[config.mk]
export PLATFORM = sky130hd
export DESIGN_NAME = nor6_core
export DESIGN_NICKNAME = d
export VERILOG_FILES = /design/src/rtl/nor6_pkg.sv /design/src/rtl/nor6_decode.sv /design/src/rtl/nor6_pc.sv /design/src/rtl/nor6_regfile.sv /design/src/rtl/nor6_ctrl.sv /design/src/rtl/nor6_core.sv
export SDC_FILE = /design/constraint.sdc
export NUM_CORES = 1
export LEC_CHECK = 0
export BUFFER_PORTS_ARGS = -buffer_cell sky130_fd_sc_hd__buf_4
export CORE_MARGIN = 3
export CORE_UTILIZATION = 30
export DETAILED_ROUTE_END_ITERATION = 10
export PLACE_DENSITY = 0.46
export SLEW_MARGIN = 20
export SYNTH_ARGS = -nofsm -noshare
export SYNTH_HDL_FRONTEND = slang
export SYNTH_SLANG_ARGS = --single-unit
[constraint.sdc]
create_clock -name clk -period 6.8 [get_ports clk]
set_input_delay 0.34 -clock clk [delete_from_list [all_inputs] [get_ports clk]]
set_output_delay 0.34 -clock clk [all_outputs]
set_load 0.02 [all_outputs]
[src/rtl/nor6_pkg.sv]
// Shared types for the six-bit NOR core: operation and selector codes,
// controller states and the decoded instruction record.
// Assumes a 6-bit instruction word with three 2-bit fields.
package nor6_pkg;

    localparam int WORD_BITS = 6;

    typedef enum logic [1:0] {
        OP_NOR = 2'b00,
        OP_JMP = 2'b01,
        OP_LD  = 2'b10,
        OP_ST  = 2'b11
    } op_e;

    typedef enum logic [1:0] {
        SEL_A   = 2'b00,
        SEL_B   = 2'b01,
        SEL_C   = 2'b10,
        SEL_IMM = 2'b11
    } sel_e;

    typedef enum logic [3:0] {
        ST_FETCH,
        ST_DECODE,
        ST_OP1_REQ,
        ST_OP1_CAP,
        ST_OP2_SEL,
        ST_OP2_REQ,
        ST_OP2_CAP,
        ST_EXEC,
        ST_LD_WAIT,
        ST_HALT
    } state_e;

    // Special words live in the "NOR into immediate" slot.
    localparam logic [WORD_BITS-1:0] W_NOP  = 6'b001100;
    localparam logic [WORD_BITS-1:0] W_HLT  = 6'b001111;
    localparam logic [3:0]           SPECIAL_HI = 4'b0011;

    typedef struct packed {
        op_e  op;
        sel_e src1;
        sel_e src2;
        logic is_nop;
        logic is_rsv;
        logic is_hlt;
    } dec_t;

endpackage

[src/rtl/nor6_decode.sv]
// Combinational instruction decoder. Splits a word into its operation and
// two operand selectors, and flags the four special words.
// Assumes WORD_W is 6; the field positions are fixed by the instruction set.
module nor6_decode
    import nor6_pkg::*;
#(
    parameter int WORD_W = nor6_pkg::WORD_BITS
) (
    input  logic [WORD_W-1:0] word,
    output dec_t              dec
);

    logic special;

    // Field split and special-word classification.
    always_comb begin
        special    = (word[5:2] == SPECIAL_HI);
        dec.op     = op_e'(word[5:4]);
        dec.src1   = sel_e'(word[3:2]);
        dec.src2   = sel_e'(word[1:0]);
        dec.is_nop = (word == W_NOP);
        dec.is_hlt = (word == W_HLT);
        dec.is_rsv = special && (word != W_NOP) && (word != W_HLT);
    end

endmodule

[src/rtl/nor6_pc.sv]
// Program counter: a single ADDR_W-bit register that either loads a full
// target or steps by one, wrapping at the top of the address space.
// Assumes load and step are never needed in different directions at once;
// load wins.
module nor6_pc #(
    parameter int ADDR_W = 12
) (
    input  logic              clk,
    input  logic              rst_n,
    input  logic              step,
    input  logic              load,
    input  logic [ADDR_W-1:0] target,
    output logic [ADDR_W-1:0] pc_q
);

    // Counter update with reset to address zero.
    always_ff @(posedge clk) begin
        if (!rst_n) begin
            pc_q <= '0;
        end else if (load) begin
            pc_q <= target;
        end else if (step) begin
            pc_q <= pc_q + ADDR_W'(1);
        end
    end

endmodule

[src/rtl/nor6_regfile.sv]
// Three general registers with one write port and one selector-driven read
// port. Register C is also brought out for the store path.
// Assumes the immediate selector never addresses a register; reads of it
// return zero and writes to it are dropped.
module nor6_regfile
    import nor6_pkg::*;
#(
    parameter int WORD_W = nor6_pkg::WORD_BITS,
    parameter int NREGS  = 3
) (
    input  logic              clk,
    input  logic              rst_n,
    input  logic              wr_en,
    input  sel_e              wr_sel,
    input  logic [WORD_W-1:0] wr_data,
    input  sel_e              rd_sel,
    output logic [WORD_W-1:0] rd_data,
    output logic [WORD_W-1:0] c_val
);

    logic [WORD_W-1:0] regs [NREGS];

    for (genvar g = 0; g < NREGS; g++) begin : g_reg
        // One register slot, written when the selector names it.
        always_ff @(posedge clk) begin
            if (!rst_n) begin
                regs[g] <= '0;
            end else if (wr_en && (int'(wr_sel) == g)) begin
                regs[g] <= wr_data;
            end
        end
    end

    // Operand read mux.
    always_comb begin
        case (rd_sel)
            SEL_A:   rd_data = regs[0];
            SEL_B:   rd_data = regs[1];
            SEL_C:   rd_data = regs[2];
            default: rd_data = '0;
        endcase
    end

    assign c_val = regs[2];

endmodule

[src/rtl/nor6_ctrl.sv]
// Multi-cycle controller. Each memory word takes a request state followed
// by a capture state, because read data arrives one cycle after the address.
// It sequences fetch, operand resolution (first operand before second),
// execution and the halt stop.
// Assumes the decoder is fed from dec_word and its result returned on dec.
module nor6_ctrl
    import nor6_pkg::*;
#(
    parameter int WORD_W = nor6_pkg::WORD_BITS,
    parameter int ADDR_W = 2 * WORD_W
) (
    input  logic              clk,
    input  logic              rst_n,
    input  logic [WORD_W-1:0] mem_rdata,
    input  logic [ADDR_W-1:0] pc_q,
    input  dec_t              dec,
    input  logic [WORD_W-1:0] rd_data,
    input  logic [WORD_W-1:0] c_val,
    output logic [WORD_W-1:0] dec_word,
    output sel_e              rd_sel,
    output logic              rf_we,
    output sel_e              rf_sel,
    output logic [WORD_W-1:0] rf_wdata,
    output logic              pc_step,
    output logic              pc_load,
    output logic [ADDR_W-1:0] pc_target,
    output logic [ADDR_W-1:0] mem_addr,
    output logic              mem_we,
    output logic [WORD_W-1:0] mem_wdata,
    output logic              halted,
    output logic              illegal_op
);

    state_e            state;
    logic [WORD_W-1:0] ir;
    logic [WORD_W-1:0] opnd1;
    logic [WORD_W-1:0] opnd2;
    logic              illegal_q;
    logic [ADDR_W-1:0] data_addr;

    assign data_addr = {opnd1, opnd2};
    assign dec_word  = (state == ST_DECODE) ? mem_rdata : ir;

    // Register read selector: first operand while decoding, second after.
    always_comb begin
        rd_sel = (state == ST_OP2_SEL) ? dec.src2 : dec.src1;
    end

    // Program counter control.
    always_comb begin
        pc_step   = 1'b0;
        pc_load   = 1'b0;
        pc_target = data_addr;
        unique case (state)
            ST_DECODE:  pc_step = !dec.is_hlt &&
                                  (dec.is_nop || dec.is_rsv || dec.src1 == SEL_IMM);
            ST_OP2_SEL: pc_step = (dec.src2 == SEL_IMM);
            ST_EXEC: begin
                pc_step = 1'b1;
                pc_load = (dec.op == OP_JMP);
            end
            default: ;
        endcase
    end

    // Register write port: NOR result or loaded word into C.
    always_comb begin
        rf_we    = 1'b0;
        rf_sel   = dec.src1;
        rf_wdata = ~(opnd1 | opnd2);
        if (state == ST_EXEC && dec.op == OP_NOR) begin
            rf_we = 1'b1;
        end else if (state == ST_LD_WAIT) begin
            rf_we    = 1'b1;
            rf_sel   = SEL_C;
            rf_wdata = mem_rdata;
        end
    end

    // Memory port: program counter except for data access in execute.
    always_comb begin
        mem_addr  = pc_q;
        mem_we    = 1'b0;
        mem_wdata = c_val;
        if (state == ST_EXEC && (dec.op == OP_LD || dec.op == OP_ST)) begin
            mem_addr = data_addr;
            mem_we   = (dec.op == OP_ST);
        end
    end

    // State sequencing and operand capture.
    always_ff @(posedge clk) begin
        if (!rst_n) begin
            state     <= ST_FETCH;
            ir        <= '0;
            opnd1     <= '0;
            opnd2     <= '0;
            illegal_q <= 1'b0;
        end else begin
            illegal_q <= 1'b0;
            unique case (state)
                ST_FETCH: state <= ST_DECODE;
                ST_DECODE: begin
                    ir <= mem_rdata;
                    if (dec.is_hlt) begin
                        state <= ST_HALT;
                    end else if (dec.is_nop || dec.is_rsv) begin
                        illegal_q <= dec.is_rsv;
                        state     <= ST_FETCH;
                    end else if (dec.src1 == SEL_IMM) begin
                        state <= ST_OP1_REQ;
                    end else begin
                        opnd1 <= rd_data;
                        state <= ST_OP2_SEL;
                    end
                end
                ST_OP1_REQ: state <= ST_OP1_CAP;
                ST_OP1_CAP: begin
                    opnd1 <= mem_rdata;
                    state <= ST_OP2_SEL;
                end
                ST_OP2_SEL: begin
                    if (dec.src2 == SEL_IMM) begin
                        state <= ST_OP2_REQ;
                    end else begin
                        opnd2 <= rd_data;
                        state <= ST_EXEC;
                    end
                end
                ST_OP2_REQ: state <= ST_OP2_CAP;
                ST_OP2_CAP: begin
                    opnd2 <= mem_rdata;
                    state <= ST_EXEC;
                end
                ST_EXEC:    state <= (dec.op == OP_LD) ? ST_LD_WAIT : ST_FETCH;
                ST_LD_WAIT: state <= ST_FETCH;
                ST_HALT:    state <= ST_HALT;
                default:    state <= ST_FETCH;
            endcase
        end
    end

    assign halted     = (state == ST_HALT);
    assign illegal_op = illegal_q;

endmodule

[src/rtl/nor6_core.sv]
// Top of the six-bit NOR core: wires controller, decoder, register file and
// program counter to one synchronous memory port.
// Assumes memory returns read data one cycle after the address is driven.
module nor6_core
    import nor6_pkg::*;
#(
    parameter int WORD_W = nor6_pkg::WORD_BITS,
    localparam int ADDR_W = 2 * WORD_W
) (
    input  logic              clk,
    input  logic              rst_n,
    output logic [ADDR_W-1:0] mem_addr,
    input  logic [WORD_W-1:0] mem_rdata,
    output logic [WORD_W-1:0] mem_wdata,
    output logic              mem_we,
    output logic [ADDR_W-1:0] pc,
    output logic              halted,
    output logic              illegal_op
);

    dec_t              dec;
    logic [WORD_W-1:0] dec_word;
    sel_e              rd_sel;
    logic [WORD_W-1:0] rd_data;
    logic [WORD_W-1:0] c_val;
    logic              rf_we;
    sel_e              rf_sel;
    logic [WORD_W-1:0] rf_wdata;
    logic              pc_step;
    logic              pc_load;
    logic [ADDR_W-1:0] pc_target;
    logic [ADDR_W-1:0] pc_q;

    nor6_decode #(.WORD_W(WORD_W)) u_dec (
        .word (dec_word),
        .dec  (dec)
    );

    nor6_regfile #(.WORD_W(WORD_W)) u_rf (
        .clk     (clk),
        .rst_n   (rst_n),
        .wr_en   (rf_we),
        .wr_sel  (rf_sel),
        .wr_data (rf_wdata),
        .rd_sel  (rd_sel),
        .rd_data (rd_data),
        .c_val   (c_val)
    );

    nor6_pc #(.ADDR_W(ADDR_W)) u_pc (
        .clk    (clk),
        .rst_n  (rst_n),
        .step   (pc_step),
        .load   (pc_load),
        .target (pc_target),
        .pc_q   (pc_q)
    );

    nor6_ctrl #(.WORD_W(WORD_W), .ADDR_W(ADDR_W)) u_ctrl (
        .clk        (clk),
        .rst_n      (rst_n),
        .mem_rdata  (mem_rdata),
        .pc_q       (pc_q),
        .dec        (dec),
        .rd_data    (rd_data),
        .c_val      (c_val),
        .dec_word   (dec_word),
        .rd_sel     (rd_sel),
        .rf_we      (rf_we),
        .rf_sel     (rf_sel),
        .rf_wdata   (rf_wdata),
        .pc_step    (pc_step),
        .pc_load    (pc_load),
        .pc_target  (pc_target),
        .mem_addr   (mem_addr),
        .mem_we     (mem_we),
        .mem_wdata  (mem_wdata),
        .halted     (halted),
        .illegal_op (illegal_op)
    );

    assign pc = pc_q;

endmodule

* Word-level counts from Yosys, hierarchy flattened
Memory sizes are Yosys's and may differ from the RTL's.
Cells that the tools add are included.
** Word-level totals
- Bits in registers :: 35
- Memory bits (writable) :: 18
- Bits of input ports :: 8
- Output and inout bits :: 33
- Logic and storage cells :: 105
- Memories :: 1
** Cells by class
- Add/sub/neg operators :: 1
- Equal/unequal tests :: 27
- Multiplexer cells :: 40
- Bitwise gates (word level) :: 8
- Reductions and logical operators :: 22
** Memory list
- u_rf.regs :: words 3, bits a word 6, read ports 3, clocked after memory_dff 0, write ports 3, line nor6_regfile.sv:21 : logic [WORD_W-1:0] regs [NREGS];
** Operators by type and width (number)
- 6-bit two-way mux :: 10
- 12-bit two-way mux :: 3
- 4-bit case mux with 9 select lines :: 1
- 6-bit case mux with 2 select lines :: 2
- 6-bit case mux with 3 select lines :: 1
- 4-bit by 3-bit == test with 1-bit output, second input constant :: 4
- 2-bit == test, second input constant :: 7
- 1-bit two-way mux :: 14
- 12-bit by 1-bit adder with 12-bit output, second input constant :: 1
- 4-bit by 2-bit == test with 1-bit output, second input constant :: 3
- 6-bit by 4-bit == test with 1-bit output, second input constant :: 2
- 4-bit two-way mux :: 3
- 6-bit by 4-bit != test with 1-bit output, second input constant :: 2
- 4-bit == test, second input constant :: 2
- 1-bit logical AND :: 8
- 2-bit two-way mux :: 4
- 2-bit != test, second input constant :: 4
- 2-bit zero test :: 3
- 6-bit inverter :: 1
- 6-bit OR :: 1
- 2-bit nonzero test :: 3
- 2-bit by 1-bit == test with 1-bit output, second input constant :: 2
- 4-bit by 1-bit == test with 1-bit output, second input constant :: 1
- 4-bit zero test :: 1
- 9 further kinds :: 15

* Logic depth before layout (Yosys ltp)
- Depth in word-level cells :: 11
- Mapped depth :: 10

* Cells and area by module
From an unflattened synthesis, not the netlist that was laid out.
** Second synthesis, totals
- Cells, all modules :: 311
- Area, all modules :: 3173.0 µm²
** By module, submodules not included
- nor6_ctrl :: instances 1, cells an instance 161, area each 1547.7 µm², sequential area each 460.4 µm²
- nor6_regfile :: instances 1, cells an instance 59, area each 848.3 µm², sequential area each 540.5 µm²
- nor6_pc :: instances 1, cells an instance 79, area each 674.4 µm², sequential area each 240.2 µm²
- nor6_decode :: instances 1, cells an instance 12, area each 102.6 µm², sequential area each 0.0 µm²

* Worst setup path before layout
Ideal clock, no wire load.
- Path type :: register to register
- Start point :: register u_ctrl.state[2]
- End point :: memory u_rf.regs[1][0] in the netlist's numbering, enable pin
- Arrival time :: 2155 ps
- Data required time :: 6423 ps
- Path slack :: 4268 ps
- Stages on the path, launching flop included :: 9
- Path through :: dfxtp_1 > buf_4 > nor4b_4 > buf_6 > mux2i_1 > or3_1 > nor2b_1 > inv_1 > o21ai_0
** RTL lines
- start, declared :: line nor6_ctrl.sv:34 : state_e state;
- start signal, assigned :: line nor6_ctrl.sv:135 : ST_EXEC: state <= (dec.op == OP_LD) ? ST_LD_WAIT : ST_FETCH;
- end, declared :: line nor6_regfile.sv:21

* Worst setup path in the final report
- Start point :: register u_ctrl.state[3]
- End point :: output port mem_addr[11]
** On the way
- Word-level cells in the longest chain between the ends :: 6
- Elaborated cells between the ends (all ways) :: 8
- Those cells by class :: eq/ne (4); mux (2); reduce/logical (2)
** RTL lines
- 4-bit by 1-bit == test with 1-bit output :: line nor6_ctrl.sv:42 : assign dec_word = (state == ST_DECODE) ? mem_rdata : ir;
- 6-bit two-way mux :: line nor6_ctrl.sv:42
- 2-bit == test :: line nor6_ctrl.sv:85 : if (state == ST_EXEC && (dec.op == OP_LD || dec.op == OP_ST)) begin
- 1-bit logical OR :: line nor6_ctrl.sv:85
- 1-bit logical AND (*) :: line nor6_ctrl.sv:85
- 12-bit two-way mux (*) :: line nor6_ctrl.sv:85
- end, declared :: line nor6_core.sv:12 : output logic [ADDR_W-1:0] mem_addr,
Mark *: on every way between the ends. The rest lies on a longest branch, timed or not.

==> metrics <==
status finished, final reports clean; first-pass GRT wire length 14.0 mm; commonest non-fill, non-tap cells in the layout nand2_1, nor2_1, buf_4, dfxtp_1, a21oi_1; core footprint 9330 µm²; Synth cell types 40; Cell Chain, Critical Path nor4b_4, mux2i_1, nand2b_1, inv_1, nand2_1, nand2_1, buf_4; syn_nets 362; Crit path largest cell delay 0.85 ns; most common cell after layout, fill and taps aside nand2_1; IO Pins 41; layout cells sized above 1 14.8%; fin crit share 52.1%; Crit path arrival time 3.21 ns; required time of the critical path 6.46 ns; htree depth 2; Starting Density 31.2%; overall routed net length 8.49 mm; First-pass DRT Iterations 4; Post-DRT Antenna Nets 0; min-delay src mem_rdata[0]; DP Worst Slack 3.45 ns; mapped cell area 2910 µm²; Overall Global Routing Usage 15.5%; Post-layout nets 393; post_cts resized 0; Via density 5.24; Tightest Hold Check Type in2reg; f_max 282 MHz; post-CTS setup buffers 0; Slowest-stage cell, CP nor4b_4; number of DRC markers in iteration 0 244; grt ovf 0; Peak VDD IR 0.0000827 V; Worst setup SP type flop; HPWL reported at the end of detailed placement 6.34 mm; CP dominant cell by count nand2_1; DR WL/cell 16.5 µm; clock root buffer clkbuf_8; Critical Path Start u_ctrl.state[3]; final hold viol count 0; RR Startpoint u_ctrl.state[3]; Final Setup Violations 0; DP Area 3280 µm²; Final Cell Area 3380 µm²; largest net degree at the start of global routing 29; Clock Skews 0.0117 ns; #FFs+latches synth 53; Die Footprint 10900 µm²; maxcap violations 0; CTS buffer count 5; worst skew pair latency 0.31 ns; Crit. End Element primary output; via count 2695; max_slew headroom 32.3%; Worst Tran Pin Value 1.01 ns; chip width 104 µm; vias in the first global route 2504; RSZ-0062 raised after global routing false; ANT cells 0; Syn Area/Cell 8.24 µm²; crit path max fanout 14; leakage 1.34 nW; Pwr Density 193 nW/µm²; Mapped Cells 353; initial antenna violation count 0; CTS Hold Bufs 0; Clock Pin Slew Worst Setup and Hold Paths 0.10 ns; CTS Sinks 53; setup TNS 0 ns; # port buffers 40; Worst Setup Slack, final 3.25 ns; Seq/Total Area, Yosys 42.6%; Syn. warnings 0; routability congestion estimate 0.828; Die Ht 104 µm; Clock Path Buffers 2; CTS tree done; CP Class reg2out; final worst path period need 3.55 ns; DRC viols 0; Layout area overhead 16.1%; Max Slew Vio Count 0; Rows 35
==> metal layers <==
metal	up-vias	track usage, %	part of all wire [%]
met5	-	0	0
met4	0	2.56	0.41
met3	2	2.36	3.6
met2	55	23.0	44
met1	1309	23.8	52
li1	1329	-	-
==> through the flow <==
stage | hold slack (ns) | cells | power (mW) | util [%]
after floorplan | 0.494 | 353 | 0.432 | -
after global placement | 0.484 | 506 | 0.465 | 35.2
after detailed placement | 0.498 | 506 | 0.466 | 35.2
after CTS | 0.371 | 514 | 0.659 | 36.2
after global routing | 0.391 | 514 | 0.681 | 36.2
final | 0.373 | 514 | 0.652 | 36.2
==> power by group <==
group | internal (mW) | total, mW | switching, mW
logic | 0.0362 | 0.103 | 0.0667
clock network | 0.0830 | 0.194 | 0.111
registers | 0.340 | 0.355 | 0.0151
==> critical path: cells and delay by family, from the launching register on <==
kind,cells,cell delay (ns)
simple gates,4,1.58
mux,1,0.37
flops,1,0.43
buf+inv,2,0.52
==> registers in the layout, summed over array words and instances, names as in the netlist <==
name and count:
u_ctrl.opnd2 6, u_ctrl.opnd1 6, u_ctrl.ir 6, u_ctrl.state 4
u_ctrl.illegal_op 1, u_rf.regs 18, u_pc.pc_q 12
==> synth_stat cells <==
library cell	n	area [µm²]
xor2_1	1	8.76
o21ai_0	11	55.1
or3_1	4	25.0
a21o_1	6	45.0
nor2_1	42	158
a32o_1	1	10.0
nor3b_1	2	15.0
nand2_1	70	263
a22oi_1	7	52.6
nor3b_4	1	18.8
nand2b_1	5	31.3
buf_2	2	10.0
mux2i_1	19	190
o2bb2ai_1	6	52.6
edfxtp_1	18	541
o21ai_1	1	5.00
o32ai_1	7	61.3
inv_1	4	15.0
a31oi_1	1	6.26
nor3_1	21	105
ha_1	1	12.5
buf_6	4	45.0
mux2i_2	1	13.8
nor2b_1	5	31.3
buf_4	1	7.51
o31a_1	1	8.76
nor4b_4	1	23.8
dfxtp_1	35	701
and3_1	2	12.5
buf_1	1	3.75
or2_2	1	6.26
nor4_1	5	31.3
o211ai_1	3	22.5
nand3_1	18	90.1
o31ai_1	3	22.5
a31o_2	1	8.76
a21oi_2	1	8.76
clkbuf_1	10	37.5
a21oi_1	29	145
or4b_2	1	10.0
==> area by class of cell <==
type                    instances  area, µm²
fillers                       973       5950
multi-input cells             278       1550
flip-flops and latches         53       1240
repair buffers                 42        315
well taps                     129        161
clock buffers                   6       82.6
inverters                       4       15.0
clock inverters                 2       13.8
==> cell families after synthesis <==
kind of cell | count (synthesis) | synth area share, %
buffers and inverters | 22 | 4.08
AOI/OAI and AO/OA | 78 | 17.3
and+or+nand+nor | 178 | 28.2
muxes | 20 | 7.01
DFF | 53 | 42.6
xor gates and xnor gates | 1 | 0.301
adders and majority gates | 1 | 0.430
==> path summary, 6_finish.rpt <==
check	depth (start not counted)	slack (ns)	endpoint
max	7	3.25	mem_addr[11]
min	3	0.37	u_ctrl.ir[0]
max reg2reg	6	3.45	u_pc.pc_q[0]
min reg2reg	2	0.51	u_pc.pc_q[11]
(Power assumes the default switching activity.)
